**src/rtl/core_tick_timer.sv**
```systemverilog
module core_tick_timer #(
  parameter int DW      = 32,
  parameter int AW      = 3,
  parameter int ACK_LAT = 2
) (
  input  logic          clk,
  input  logic          rst_n,
  input  logic          wr_en,
  input  logic          rd_en,
  input  logic [AW-1:0] addr,
  input  logic [DW-1:0] wdata,
  output logic [DW-1:0] rdata,
  output logic          irq
);
  localparam int CW = DW - 1;
  localparam logic [AW-1:0] A_CTRL = AW'(0);
  localparam logic [AW-1:0] A_PSC  = AW'(1);
  localparam logic [AW-1:0] A_CNT  = AW'(2);
  localparam logic [AW-1:0] A_IEN  = AW'(3);
  localparam logic [AW-1:0] A_STAT = AW'(4);
  localparam logic [AW-1:0] A_WACK = AW'(5);

  logic          run_tick, run_icnt, ien, pend;
  logic [DW-1:0] tick_buf, pcnt;
  logic [CW-1:0] icnt_buf, icnt;
  logic [2:0]    wst;
  logic [ACK_LAT-1:0][2:0] ack_q;

  wire w_ctrl = wr_en && addr == A_CTRL;
  wire w_psc  = wr_en && addr == A_PSC;
  wire w_cnt  = wr_en && addr == A_CNT;
  wire w_ien  = wr_en && addr == A_IEN;
  wire w_stat = wr_en && addr == A_STAT;
  wire w_wack = wr_en && addr == A_WACK;

  wire tick   = run_tick && (pcnt >= tick_buf);
  wire expire = tick && run_icnt && (icnt <= CW'(1));

  always_ff @(posedge clk) begin
    if (!rst_n) begin
      run_tick <= 1'b0;
      run_icnt <= 1'b0;
      tick_buf <= '0;
      icnt_buf <= '0;
      ien      <= 1'b0;
    end else begin
      if (w_ctrl) {run_icnt, run_tick} <= wdata[1:0];
      if (w_psc) tick_buf <= wdata;
      if (w_cnt && wdata[DW-1]) icnt_buf <= wdata[CW-1:0];
      if (w_ien) ien <= wdata[0];
    end
  end

  always_ff @(posedge clk) begin
    if (!rst_n || !run_tick || tick) pcnt <= '0;
    else                             pcnt <= pcnt + 1'b1;
  end

  always_ff @(posedge clk) begin
    if (!rst_n)         icnt <= '0;
    else if (!run_icnt) icnt <= icnt_buf;
    else if (tick)      icnt <= (icnt <= CW'(1)) ? icnt_buf : icnt - 1'b1;
  end

  always_ff @(posedge clk) begin
    if (!rst_n)                  pend <= 1'b0;
    else if (expire)             pend <= 1'b1;
    else if (w_stat && wdata[0]) pend <= 1'b0;
  end

  always_ff @(posedge clk) begin
    if (!rst_n) ack_q <= '0;
    else begin
      ack_q[0] <= {w_ctrl, w_cnt, w_psc};
      for (int i = 1; i < ACK_LAT; i++) ack_q[i] <= ack_q[i-1];
    end
  end

  always_ff @(posedge clk) begin
    if (!rst_n) wst <= '0;
    else begin
      if (ack_q[ACK_LAT-1][0])     wst[0] <= 1'b1;
      else if (w_wack && wdata[0]) wst[0] <= 1'b0;
      if (ack_q[ACK_LAT-1][1])     wst[1] <= 1'b1;
      else if (w_wack && wdata[1]) wst[1] <= 1'b0;
      if (ack_q[ACK_LAT-1][2])     wst[2] <= 1'b1;
      else if (w_wack && wdata[3]) wst[2] <= 1'b0;
    end
  end

  always_comb begin
    rdata = '0;
    if (rd_en) begin
      case (addr)
        A_CTRL:  rdata = DW'({run_icnt, run_tick});
        A_PSC:   rdata = tick_buf;
        A_CNT:   rdata = {1'b0, icnt_buf};
        A_IEN:   rdata = DW'(ien);
        A_STAT:  rdata = DW'(pend);
        A_WACK:  rdata = DW'({wst[2], 1'b0, wst[1], wst[0]});
        default: rdata = '0;
      endcase
    end
  end

  assign irq = pend & ien;
endmodule

```
**config.mk**
```make
export PLATFORM = sky130hd
export DESIGN_NAME = core_tick_timer
export DESIGN_NICKNAME = d
export VERILOG_FILES = /design/src/rtl/core_tick_timer.sv
export SDC_FILE = /design/constraint.sdc
export NUM_CORES = 1
export LEC_CHECK = 0
export BUFFER_PORTS_ARGS = -buffer_cell sky130_fd_sc_hd__buf_4
export CORE_MARGIN = 2
export CORE_UTILIZATION = 50
export DETAILED_ROUTE_END_ITERATION = 8
export GPL_TIMING_DRIVEN = 0
export PLACE_DENSITY = 0.69
export REMOVE_ABC_BUFFERS = 1
export SYNTH_ARGS = -nofsm -noshare
export SYNTH_HDL_FRONTEND = slang
export SYNTH_SLANG_ARGS = --single-unit
```
**constraint.sdc**
```tcl
create_clock -name clk -period 4.1 [get_ports clk]
set_input_delay 0.41 -clock clk [delete_from_list [all_inputs] [get_ports clk]]
set_output_delay 0.41 -clock clk [all_outputs]
set_load 0.005 [all_outputs]
```
Yosys cells after proc, flatten, opt, wreduce, memory -nomap -nowiden. Index checks and enable logic that the tools add are counted.

$add $sub $neg: 2. Multipliers: 0. Divide/modulo/power cells: 0. Magnitude comparators: 2. Equality and inequality tests: 6. Shift-type cells: 0. Muxes and demuxes: 13. Bitwise gates (word level): 1. Reductions and logical operators: 23.

Operator list (number): 32-bit one-hot mux with 6 select lines (1); 31-bit two-way mux (3); 32-bit by 1-bit adder with 32-bit output (second input constant) (1); 32-bit greater-or-equal comparator (1); 32-bit two-way mux (1); 31-bit by 1-bit <= comparator with 1-bit output (second input constant) (1); 31-bit by 1-bit subtractor with 31-bit output (second input constant) (1); 1-bit logical AND (14); 1-bit two-way mux (8); 2-bit nonzero test (4); 3-bit by 2-bit == test with 1-bit output (second input constant) (2); 3-bit == test (second input constant) (2); 3-bit by 1-bit == test with 1-bit output (second input constant) (1); 3-bit logical NOT (1); 1-bit logical NOT (2); 1-bit logical OR (2); 2-bit by 1-bit inequality test with 1-bit output (second input constant) (1); 1-bit AND (1).

Flip-flop bits (word level): 139. Latch bits: 0. RAM bits: 0. Bits in read-only memories: 0. Bits of input ports: 39. Output and inout bits: 33. Logic and storage cells: 60. Memories kept: 0.

Depth between registers and ports, before layout. Gate-level depths: netlist of the first run.

Depth in word-level cells: 5. Mapped depth: 11. Depth with buffers taken out: 9.

Least setup slack after synthesis of the first run. OpenSTA, ideal clock, no wires.

Path type: register -> register. From: register pcnt[0]. To: register icnt[15]. Library setup time: 0.117 ns. Arrival: 2.683 ns. Data required time: 3.983 ns. Slack: 1.300 ns. Cell stages (with the launch flop): 11. Buffers on the path: 1. Clock period less this slack: 2.800 ns. Path through: dfxtp_1 > inv_1 > ha_1 > nand2b_1 > a2111oi_0 > a2111oi_0 > nor4bb_1 > a2bb2oi_1 > a21boi_1 > clkbuf_1 > a32o_1.

Word-level cells in the longest chain between the ends: 3.

RTL lines: start, declared (RTL line 24) `logic [DW-1:0] tick_buf, pcnt;`; start signal, assigned (RTL line 56) `else pcnt <= pcnt + 1'b1;`; 32-bit greater-or-equal comparator (RTL line 36) `wire tick = run_tick && (pcnt >= tick_buf);`; 1-bit logical AND (RTL line 36); 2-bit by 1-bit inequality test with 1-bit output (no source line); end signal, assigned (RTL line 61) `else if (!run_icnt) icnt <= icnt_buf;`; end signal, assigned (RTL line 62) `else if (tick) icnt <= (icnt <= CW'(1)) ? icnt_buf : icnt - 1'b1;`; end, declared (RTL line 25) `logic [CW-1:0] icnt_buf, icnt;`.

No other way between the ends. A chain may end at the register's enable or synchronous reset.

Worst setup path in the final report of the first run.
From: register pcnt[0]. To: register icnt[20].

Same word-level chain as after synthesis.

==> results of run 1 <==
==> worst min-delay path by stage <==
stage	depth (start not counted)	to	slack, ns
2_1_floorplan	1	ack_q[3]	0.41
3_3_place_gp	1	ack_q[4]	0.41
3_5_place_dp	1	ack_q[3]	0.42
4_1_cts	3	tick_buf[22]	0.25
5_1_grt	3	tick_buf[6]	0.25
6_report	3	tick_buf[23]	0.25
==> layout make-up <==
cell class | count | area [µm²]
clock inverters | 7 | 87.6
well taps | 184 | 230
repair buffers | 76 | 589
flip-flops and latches | 139 | 2780
inverters | 37 | 139
multi-input cells | 704 | 4240
clock buffers | 24 | 502
fillers | 1357 | 5910
==> per-stage QoR <==
step | cell area, µm² | hold WS (ns)
floorplan | 7130 | 0.412
global placement | 7900 | 0.413
detailed placement | 7970 | 0.421
CTS | 8560 | 0.247
global route | 8570 | 0.255
finish | 8570 | 0.253
==> flip-flops by register name, indices dropped and copies added (netlist names) <==
name / cells
ack_q: 6
icnt: 31
icnt_buf: 31
ien: 1
pcnt: 32
pend: 1
run_icnt: 1
run_tick: 1
tick_buf: 32
wst: 3
==> routing by layer <==
layer	track usage	share of wire	wire length, µm
met3	0.0513	0.047	941
met1	0.362	0.48	9620
met5	0	0	0
met4	0.0693	0.010	201
met2	0.396	0.46	9220
==> placed cells by master (no fill, tap or decap), types with 5 or more instances in the layout <==
cell type	instances
sky130_fd_sc_hd__nor2b_1	11
sky130_fd_sc_hd__nand2_1	190
sky130_fd_sc_hd__o21ai_0	32
sky130_fd_sc_hd__nor2_1	86
sky130_fd_sc_hd__nor3_1	23
sky130_fd_sc_hd__a21oi_1	44
sky130_fd_sc_hd__inv_1	37
sky130_fd_sc_hd__o22ai_1	8
sky130_fd_sc_hd__and2_1	11
sky130_fd_sc_hd__and4_1	5
sky130_fd_sc_hd__ha_1	35
sky130_fd_sc_hd__buf_4	73
sky130_fd_sc_hd__a32o_1	16
sky130_fd_sc_hd__o211ai_1	6
sky130_fd_sc_hd__xnor2_1	11
sky130_fd_sc_hd__a21boi_0	63
sky130_fd_sc_hd__dfxtp_1	139
sky130_fd_sc_hd__a22oi_1	30
sky130_fd_sc_hd__nor4_1	5
sky130_fd_sc_hd__nand3_1	16
sky130_fd_sc_hd__nand4_1	11
sky130_fd_sc_hd__xor2_1	19
sky130_fd_sc_hd__and3_1	11
sky130_fd_sc_hd__mux2i_1	5
sky130_fd_sc_hd__clkbuf_8	5
sky130_fd_sc_hd__clkbuf_16	17
==> tightest hold or removal path, delay by kind of cell <==
| family | cells | cell delay, ns |
|---|---|---|
| AO/OA/AOI/OAI | 1 | 0.06 |
| buffers and inverters | 1 | 0.11 |
| AND/OR/NAND/NOR | 1 | 0.04 |
==> cells by family (layout without fill, tap and decap cells) <==
| family | Yosys count | count (layout) |
|---|---|---|
| adders and majority gates | 35 | 35 |
| DFF | 139 | 139 |
| xor gates and xnor gates | 30 | 30 |
| AOI/OAI and AO/OA | 230 | 230 |
| muxes | 5 | 5 |
| buffers and inverters | 95 | 144 |
| and+or+nand+nor | 404 | 404 |
==> power by group <==
part,switching [µW],internal [µW],total (µW)
clock,571,968,1540
combinational,192,112,305
sequential,16.5,1370,1380
==> reports/summary.log, run 1 <==
[worst_setup_path] most prevalent standard cell on the critical path sky130_fd_sc_hd__a2111oi_0
[worst_setup_path] endpoint class of the critical path flip-flop
[global_routing] aggregate global routing overflow 0
[global_routing] all-layer global routing usage 0.255
[worst_setup_path] largest stage delay on the critical path 0.84 ns
[worst_setup_path] cell at the slowest stage of the critical path sky130_fd_sc_hd__a2bb2oi_2
[synthesis] share of cell area taken by muxes after synthesis 0.00679
[min_path] HP Class in2reg
[worst_setup_path] Reg2Reg Capture Point icnt[20]
[floorplanning] die width 125 µm
[global_routing] vias in the first global route 6258
[drt] vias per cell 5.76
[cts] worst-skew pair later-pin latency 0.42 ns
[drt] DRT Pass-1 Iters 5
[synthesis] post-synth top area cell sky130_fd_sc_hd__dfxtp_1
[synthesis] Synth Register Bits 139
[place] RD Place Congestion 0.828
[worst_setup_path] critical path type reg2reg
[cts] Clock Sink Count 139
[worst_setup_path] worst path buffer plus inverter count 2
[drt] Post-Route WL 20000 µm
[sta] RSZ-0062 raised after global routing no
[drt] post-route DRC violation count 0
[power_and_ir_drop] reported leakage power 0.00317 µW
[drt] residual antenna-violating net count after detailed routing 0
[worst_setup_path] Top delay family on crit path compound AO/OA/AOI/OAI gates
[synthesis] Synth Flop Type sky130_fd_sc_hd__dfxtp_1
[floorplanning] IO Count 72
[final_layout] number of nets in the finished design 1049
[synthesis] Netlist Area Pre-Place 7370 µm²
[synthesis] synthesized-area fraction occupied by ao, oa, aoi and oai cells 0.218
[sta] fraction of the cycle the final worst path needs 0.926
[power_and_ir_drop] Power Total 3230 µW
[power_and_ir_drop] Pwr per Cell Area 377 nW/µm²
[final_layout] share of the core filled with cells 0.592
[cts] Clock Tree Buf Depth 2
[final_layout] Post-Layout Cell Count 1171
[synthesis] synthesis warning total 0
[place] setup slack at placement 0.142 ns
[worst_setup_path] number of cells traversed by the worst register-to-register path 10
[worst_setup_path] worst-path maximum fanout 17
[worst_setup_path] flop-to-flop setup slack 0.30 ns
[sta] total of endpoints with negative setup slack in the final report 0
[floorplanning] total core area 14500 µm²
[global_routing] wire length of the first global-routing pass 32400 µm
[worst_setup_path] cell-by-cell listing of the critical path inv_1 -> ha_1 -> nand2b_1 -> a2111oi_0 -> a2111oi_0 -> nor4bb_1 -> a2bb2oi_2 -> a21boi_1 -> buf_4 -> a32o_1
[status] result of the run finished, final reports clean
[synthesis] number of library cell types mapped by synthesis 62
[sta] highest attainable clock frequency 263 MHz
[min_path] Worst Hold Launch wdata[23]
[global_routing] maximum number of pins on one net before global-route repair 84
[sta] endpoints failing hold 0
[worst_setup_path] number of cells on the critical path 10
[synthesis] average size of a mapped cell 7.86 µm²
[synthesis] Post-synth EDFFs 0
[synthesis] arithmetic-cell share of the synthesized area counting full adders, half adders and majority gates 0.0594
[place] estimated wirelength of the detail-placed design 13400 µm
[cts] hold buffer count at cts 0
[cts] setup bufs post-CTS 0
[worst_setup_path] data required time of the worst path 4.41 ns
[sta] minimum setup slack in the final design 0.302 ns
[sta] post-layout minimum cycle time 3.80 ns
[cts] CTS tree done
[final_layout] layout cell share with drive strength beyond 1 0.130
[worst_setup_path] crit path DAT 4.11 ns
[drt] routed len/inst 17.1 µm
[job] number of max-cap violations 0
[cts] clock slew seen by the registers of the worst setup and hold paths 0.06 ns
[cts] clk root buf sky130_fd_sc_hd__clkbuf_16
[sta] clk_skew 0.00686 ns
[sta] Fin Setup TNS 0 ns
[floorplanning] die height 125 µm
[floorplanning] starting utilization of the core area 0.509
[cts] post-CTS sizing 0
[worst_setup_path] Critical Path Source Type flip-flop
[synthesis] most repeated cell in the gate-level netlist after synthesis sky130_fd_sc_hd__nand2_1
[synthesis] list of most frequent post-synthesis cells sky130_fd_sc_hd__nand2_1 (190), sky130_fd_sc_hd__dfxtp_1 (139), sky130_fd_sc_hd__nor2_1 (87)
[synthesis] post-synthesis xor/xnor area fraction 0.0356
[sta] final-report max-slew violation count 0
[sta] transition time at the pin with the least slew margin 1.44 ns
[synthesis] cells taking the most area after synthesis sky130_fd_sc_hd__dfxtp_1 (38%), sky130_fd_sc_hd__nand2_1 (9.7%), sky130_fd_sc_hd__a21boi_0 (6.4%)
[power_and_ir_drop] Worst VDD drop 338 µV
[synthesis] dominant combinational cell family by area after synthesis simple AND/OR/NAND/NOR gates
[final_layout] number of antenna diodes 0
[cts] H-tree levels 4
[floorplanning] Rows 44
[drt] count of routing violations after the opening detailed-route iteration 561
[worst_setup_path] worst setup path startpoint pcnt[0]
[synthesis] Cells after Synth 938
[worst_setup_path] beginning of the worst register-to-register path pcnt[0]
[synthesis] Synth Area in Simple Gates 0.252
[floorplanning] area enclosed by the die boundary 15700 µm²
[synthesis] sequential share of the synthesized area 0.377
[sta] worst-case headroom to the max-slew limit 0.0409
[place] count of input and output buffers 71
[place] Placed Instances 1139
[cts] clock buffers created by TritonCTS 17
[worst_setup_path] Critical path destination icnt[20]
[global_routing] number of antenna violations at the first check in global routing 0
[synthesis] fraction of synthesized cell area taken by the top area cell type 0.377
[synthesis] post-synthesis async set-or-reset flop share 0
[final_layout] Area growth syn-to-layout 16.3%
[drt] via count of the routed design 6749
No activity file was read; power rests on OpenSTA's default activity.
==> inputs of run 2 (changes only) <==
Settings changed: CORE_UTILIZATION 50 to 45, PLACE_DENSITY 0.69 to 0.63.
==> reports/summary.log, run 2 (synthesis gave the netlist of run 1 again) <==
[cts] CTS tree done
[status] result of the run finished, final reports clean
[power_and_ir_drop] fraction of power consumed by combinational cells 0.093 [about the same]
[global_routing] vias in the first global route 6215 [-0.69%]
[cts] worst-skew pair later-pin latency 0.42 ns [about the same]
[drt] vias per cell 5.48 [-5.0%]
[sta] worst-case headroom to the max-slew limit 0.0887 [+0.0478]
[floorplanning] starting utilization of the core area 0.462 [-0.0468]
[final_layout] number of antenna diodes 0 [unchanged]
[sta] RSZ-0062 raised after global routing no
[power_and_ir_drop] internal power component 2510 µW [+2.4%]
[sta] fraction of the cycle the final worst path needs 0.915 [-0.0113]
[worst_setup_path] crit path DAT 4.05 ns [-0.06 ns]
[place] estimated wirelength of the detail-placed design 13800 µm [+3.0%]
[min_path] HP Class in2reg
[final_layout] layout cell share with drive strength beyond 1 0.132 [+0.00189]
[sta] total of endpoints with negative setup slack in the final report 0 [unchanged]
[final_layout] Post-Layout Cell Count 1204 [+2.8%]
[floorplanning] die height 132 µm [+5.2%]
[sta] Fin Setup TNS 0 ns [unchanged]
[cts] post-CTS sizing 0 [unchanged]
[sta] endpoints failing hold 0 [unchanged]
[worst_setup_path] endpoint class of the critical path flip-flop
[worst_setup_path] Critical Path Source Type flip-flop
[place] count of input and output buffers 71 [unchanged]
[cts] setup bufs post-CTS 0 [unchanged]
[drt] DRT Pass-1 Iters 5 [unchanged]
[final_layout] most common cell after layout, fill and taps aside sky130_fd_sc_hd__nand2_1
[floorplanning] die width 132 µm [+5.2%]
[drt] routed len/inst 16.9 µm [-0.77%]
[sta] clk_skew 0.00642 ns [-0.000446 ns]
[power_and_ir_drop] reported leakage power 0.00319 µW [+0.65%]
[drt] post-route DRC violation count 0 [unchanged]
[final_layout] number of nets in the finished design 1050 [+0.095%]
[final_layout] Area growth syn-to-layout 17.7%
[power_and_ir_drop] Pwr per Cell Area 382 nW/µm² [+1.4%]
[final_layout] Fill cells 1552 [+14%]
[cts] clock slew seen by the registers of the worst setup and hold paths 0.06 ns [about the same]
[global_routing] wire length of the first global-routing pass 33100 µm [+2.1%]
[final_layout] most used cells in the layout excluding fill and tap cells sky130_fd_sc_hd__nand2_1 (190), sky130_fd_sc_hd__dfxtp_1 (139), sky130_fd_sc_hd__nor2_1 (86)
[worst_setup_path] data required time of the worst path 4.40 ns [about the same]
[cts] clk root buf sky130_fd_sc_hd__clkbuf_16
[cts] clock buffers created by TritonCTS 17 [unchanged]
[job] number of max-cap violations 0 [unchanged]
[cts] hold buffer count at cts 0 [unchanged]
[cts] Clock Sink Count 139 [unchanged]
[worst_setup_path] worst-path maximum fanout 19 [+2]
[drt] residual antenna-violating net count after detailed routing 0 [unchanged]
[cts] Clock Tree Buf Depth 2 [unchanged]
[power_and_ir_drop] Worst VDD drop 313 µV [-7.5%]
[final_layout] largest registers pcnt x32, tick_buf x32
[place] RD Place Congestion 0.841 [+1.5%]
[power_and_ir_drop] Clock power frac 0.489 [+0.012]
[sta] transition time at the pin with the least slew margin 1.37 ns [-0.0717 ns]
[floorplanning] IO Count 72 [unchanged]
[sta] final-report max-slew violation count 0 [unchanged]
[floorplanning] total core area 15900 µm² [+10%]
[global_routing] maximum number of pins on one net before global-route repair 84 [unchanged]
[worst_setup_path] critical path type reg2reg
[floorplanning] area enclosed by the die boundary 17400 µm² [+11%]
[cts] H-tree levels 4 [unchanged]
[power_and_ir_drop] sequential fraction of design power 0.418 [-0.011]
[sta] post-layout minimum cycle time 3.75 ns [-0.0462 ns]
[floorplanning] Rows 46 [+4.5%]
[global_routing] all-layer global routing usage 0.237 [-0.0182]
[power_and_ir_drop] Net Sw Frac 0.243 [+0.00149]
[sta] highest attainable clock frequency 267 MHz [+1.2%]
[power_and_ir_drop] net switching power of the design 805 µW [+3.3%]
[global_routing] number of antenna violations at the first check in global routing 0 [unchanged]
[drt] count of routing violations after the opening detailed-route iteration 457 [-19%]
[global_routing] aggregate global routing overflow 0 [unchanged]
[drt] Post-Route WL 20400 µm [+2.0%]
[place] Placed Instances 1172 [+2.9%]
[drt] via count of the routed design 6593 [-2.3%]
## run 2: cell types whose count changed in the layout (fill, tap and decap cells not counted)
cell,before,now
sky130_fd_sc_hd__clkbuf_8,5,1
sky130_fd_sc_hd__buf_4,73,71
sky130_fd_sc_hd__clkinvlp_4,1,2
sky130_fd_sc_hd__clkinv_4,0,2
sky130_fd_sc_hd__clkbuf_1,2,1
sky130_fd_sc_hd__bufinv_16,2,4
sky130_fd_sc_hd__buf_6,1,3
sky130_fd_sc_hd__buf_16,0,1
## run 2: area by class of cell
| class | count | area [µm²] | area share |
|---|---|---|---|
| Clock buffer | 19 | 443 | 0.0511 |
| Clock inverter | 12 | 173 | 0.0199 |
| Inverter | 37 | 139 | 0.0160 |
| Multi-Input combinational cell | 704 | 4240 | 0.489 |
| Sequential cell | 139 | 2780 | 0.321 |
| Tap cell | 216 | 270 | 0.0312 |
| Timing Repair Buffer | 77 | 624 | 0.0720 |
## run 2: path summary, 6_finish.rpt
path / startpoint / endpoint / slack [ns] / cells after the start
worst min register to register: ack_q[1] / ack_q[4] / 0.43 / 1
worst max-delay path: pcnt[0] / icnt[17] / 0.35 / 10
worst max register to register: pcnt[0] / icnt[17] / 0.35 / 10
worst min-delay path: wdata[25] / tick_buf[25] / 0.25 / 3
## run 2: power groups by stage
stage	registers, µW	logic (µW)	clock network (µW)
2_1_floorplan	1410	179	0
3_3_place_gp	1410	295	0
3_5_place_dp	1410	302	0
4_1_cts	1380	304	1640
5_1_grt	1390	335	1700
6_report	1380	308	1620
## run 2: per-layer routing
metal,part of all wire,track usage
met1,0.49,0.334
met2,0.45,0.364
met3,0.038,0.0392
met4,0.018,0.0851
met5,0,0
## run 2: worst max-delay path, cell delays in order, from the launching register on
cell and delay (ns):
sky130_fd_sc_hd__dfxtp_1 0.37, sky130_fd_sc_hd__inv_1 0.06, sky130_fd_sc_hd__ha_1 0.25, sky130_fd_sc_hd__nand2b_1 0.13, sky130_fd_sc_hd__a2111oi_0 0.47, sky130_fd_sc_hd__a2111oi_0 0.18, sky130_fd_sc_hd__nor4bb_1 0.72, sky130_fd_sc_hd__o2bb2ai_2 0.44
sky130_fd_sc_hd__o21ai_1 0.65, sky130_fd_sc_hd__buf_6 0.23, sky130_fd_sc_hd__o22ai_1 0.10
## run 2: stage by stage
step           setup WS, ns  hold slack (ns)  total power, µW  area, µm²   util
4_1_cts               0.309            0.243             3330       8640  0.542
5_1_grt              0.0711            0.250             3430       8670  0.544
3_3_place_gp          -1.07            0.413             1710       7940  0.498
6_report              0.348            0.253             3310       8670  0.544
2_1_floorplan         0.347            0.412             1590       7130      -
3_5_place_dp          0.348            0.419             1720       8030  0.503
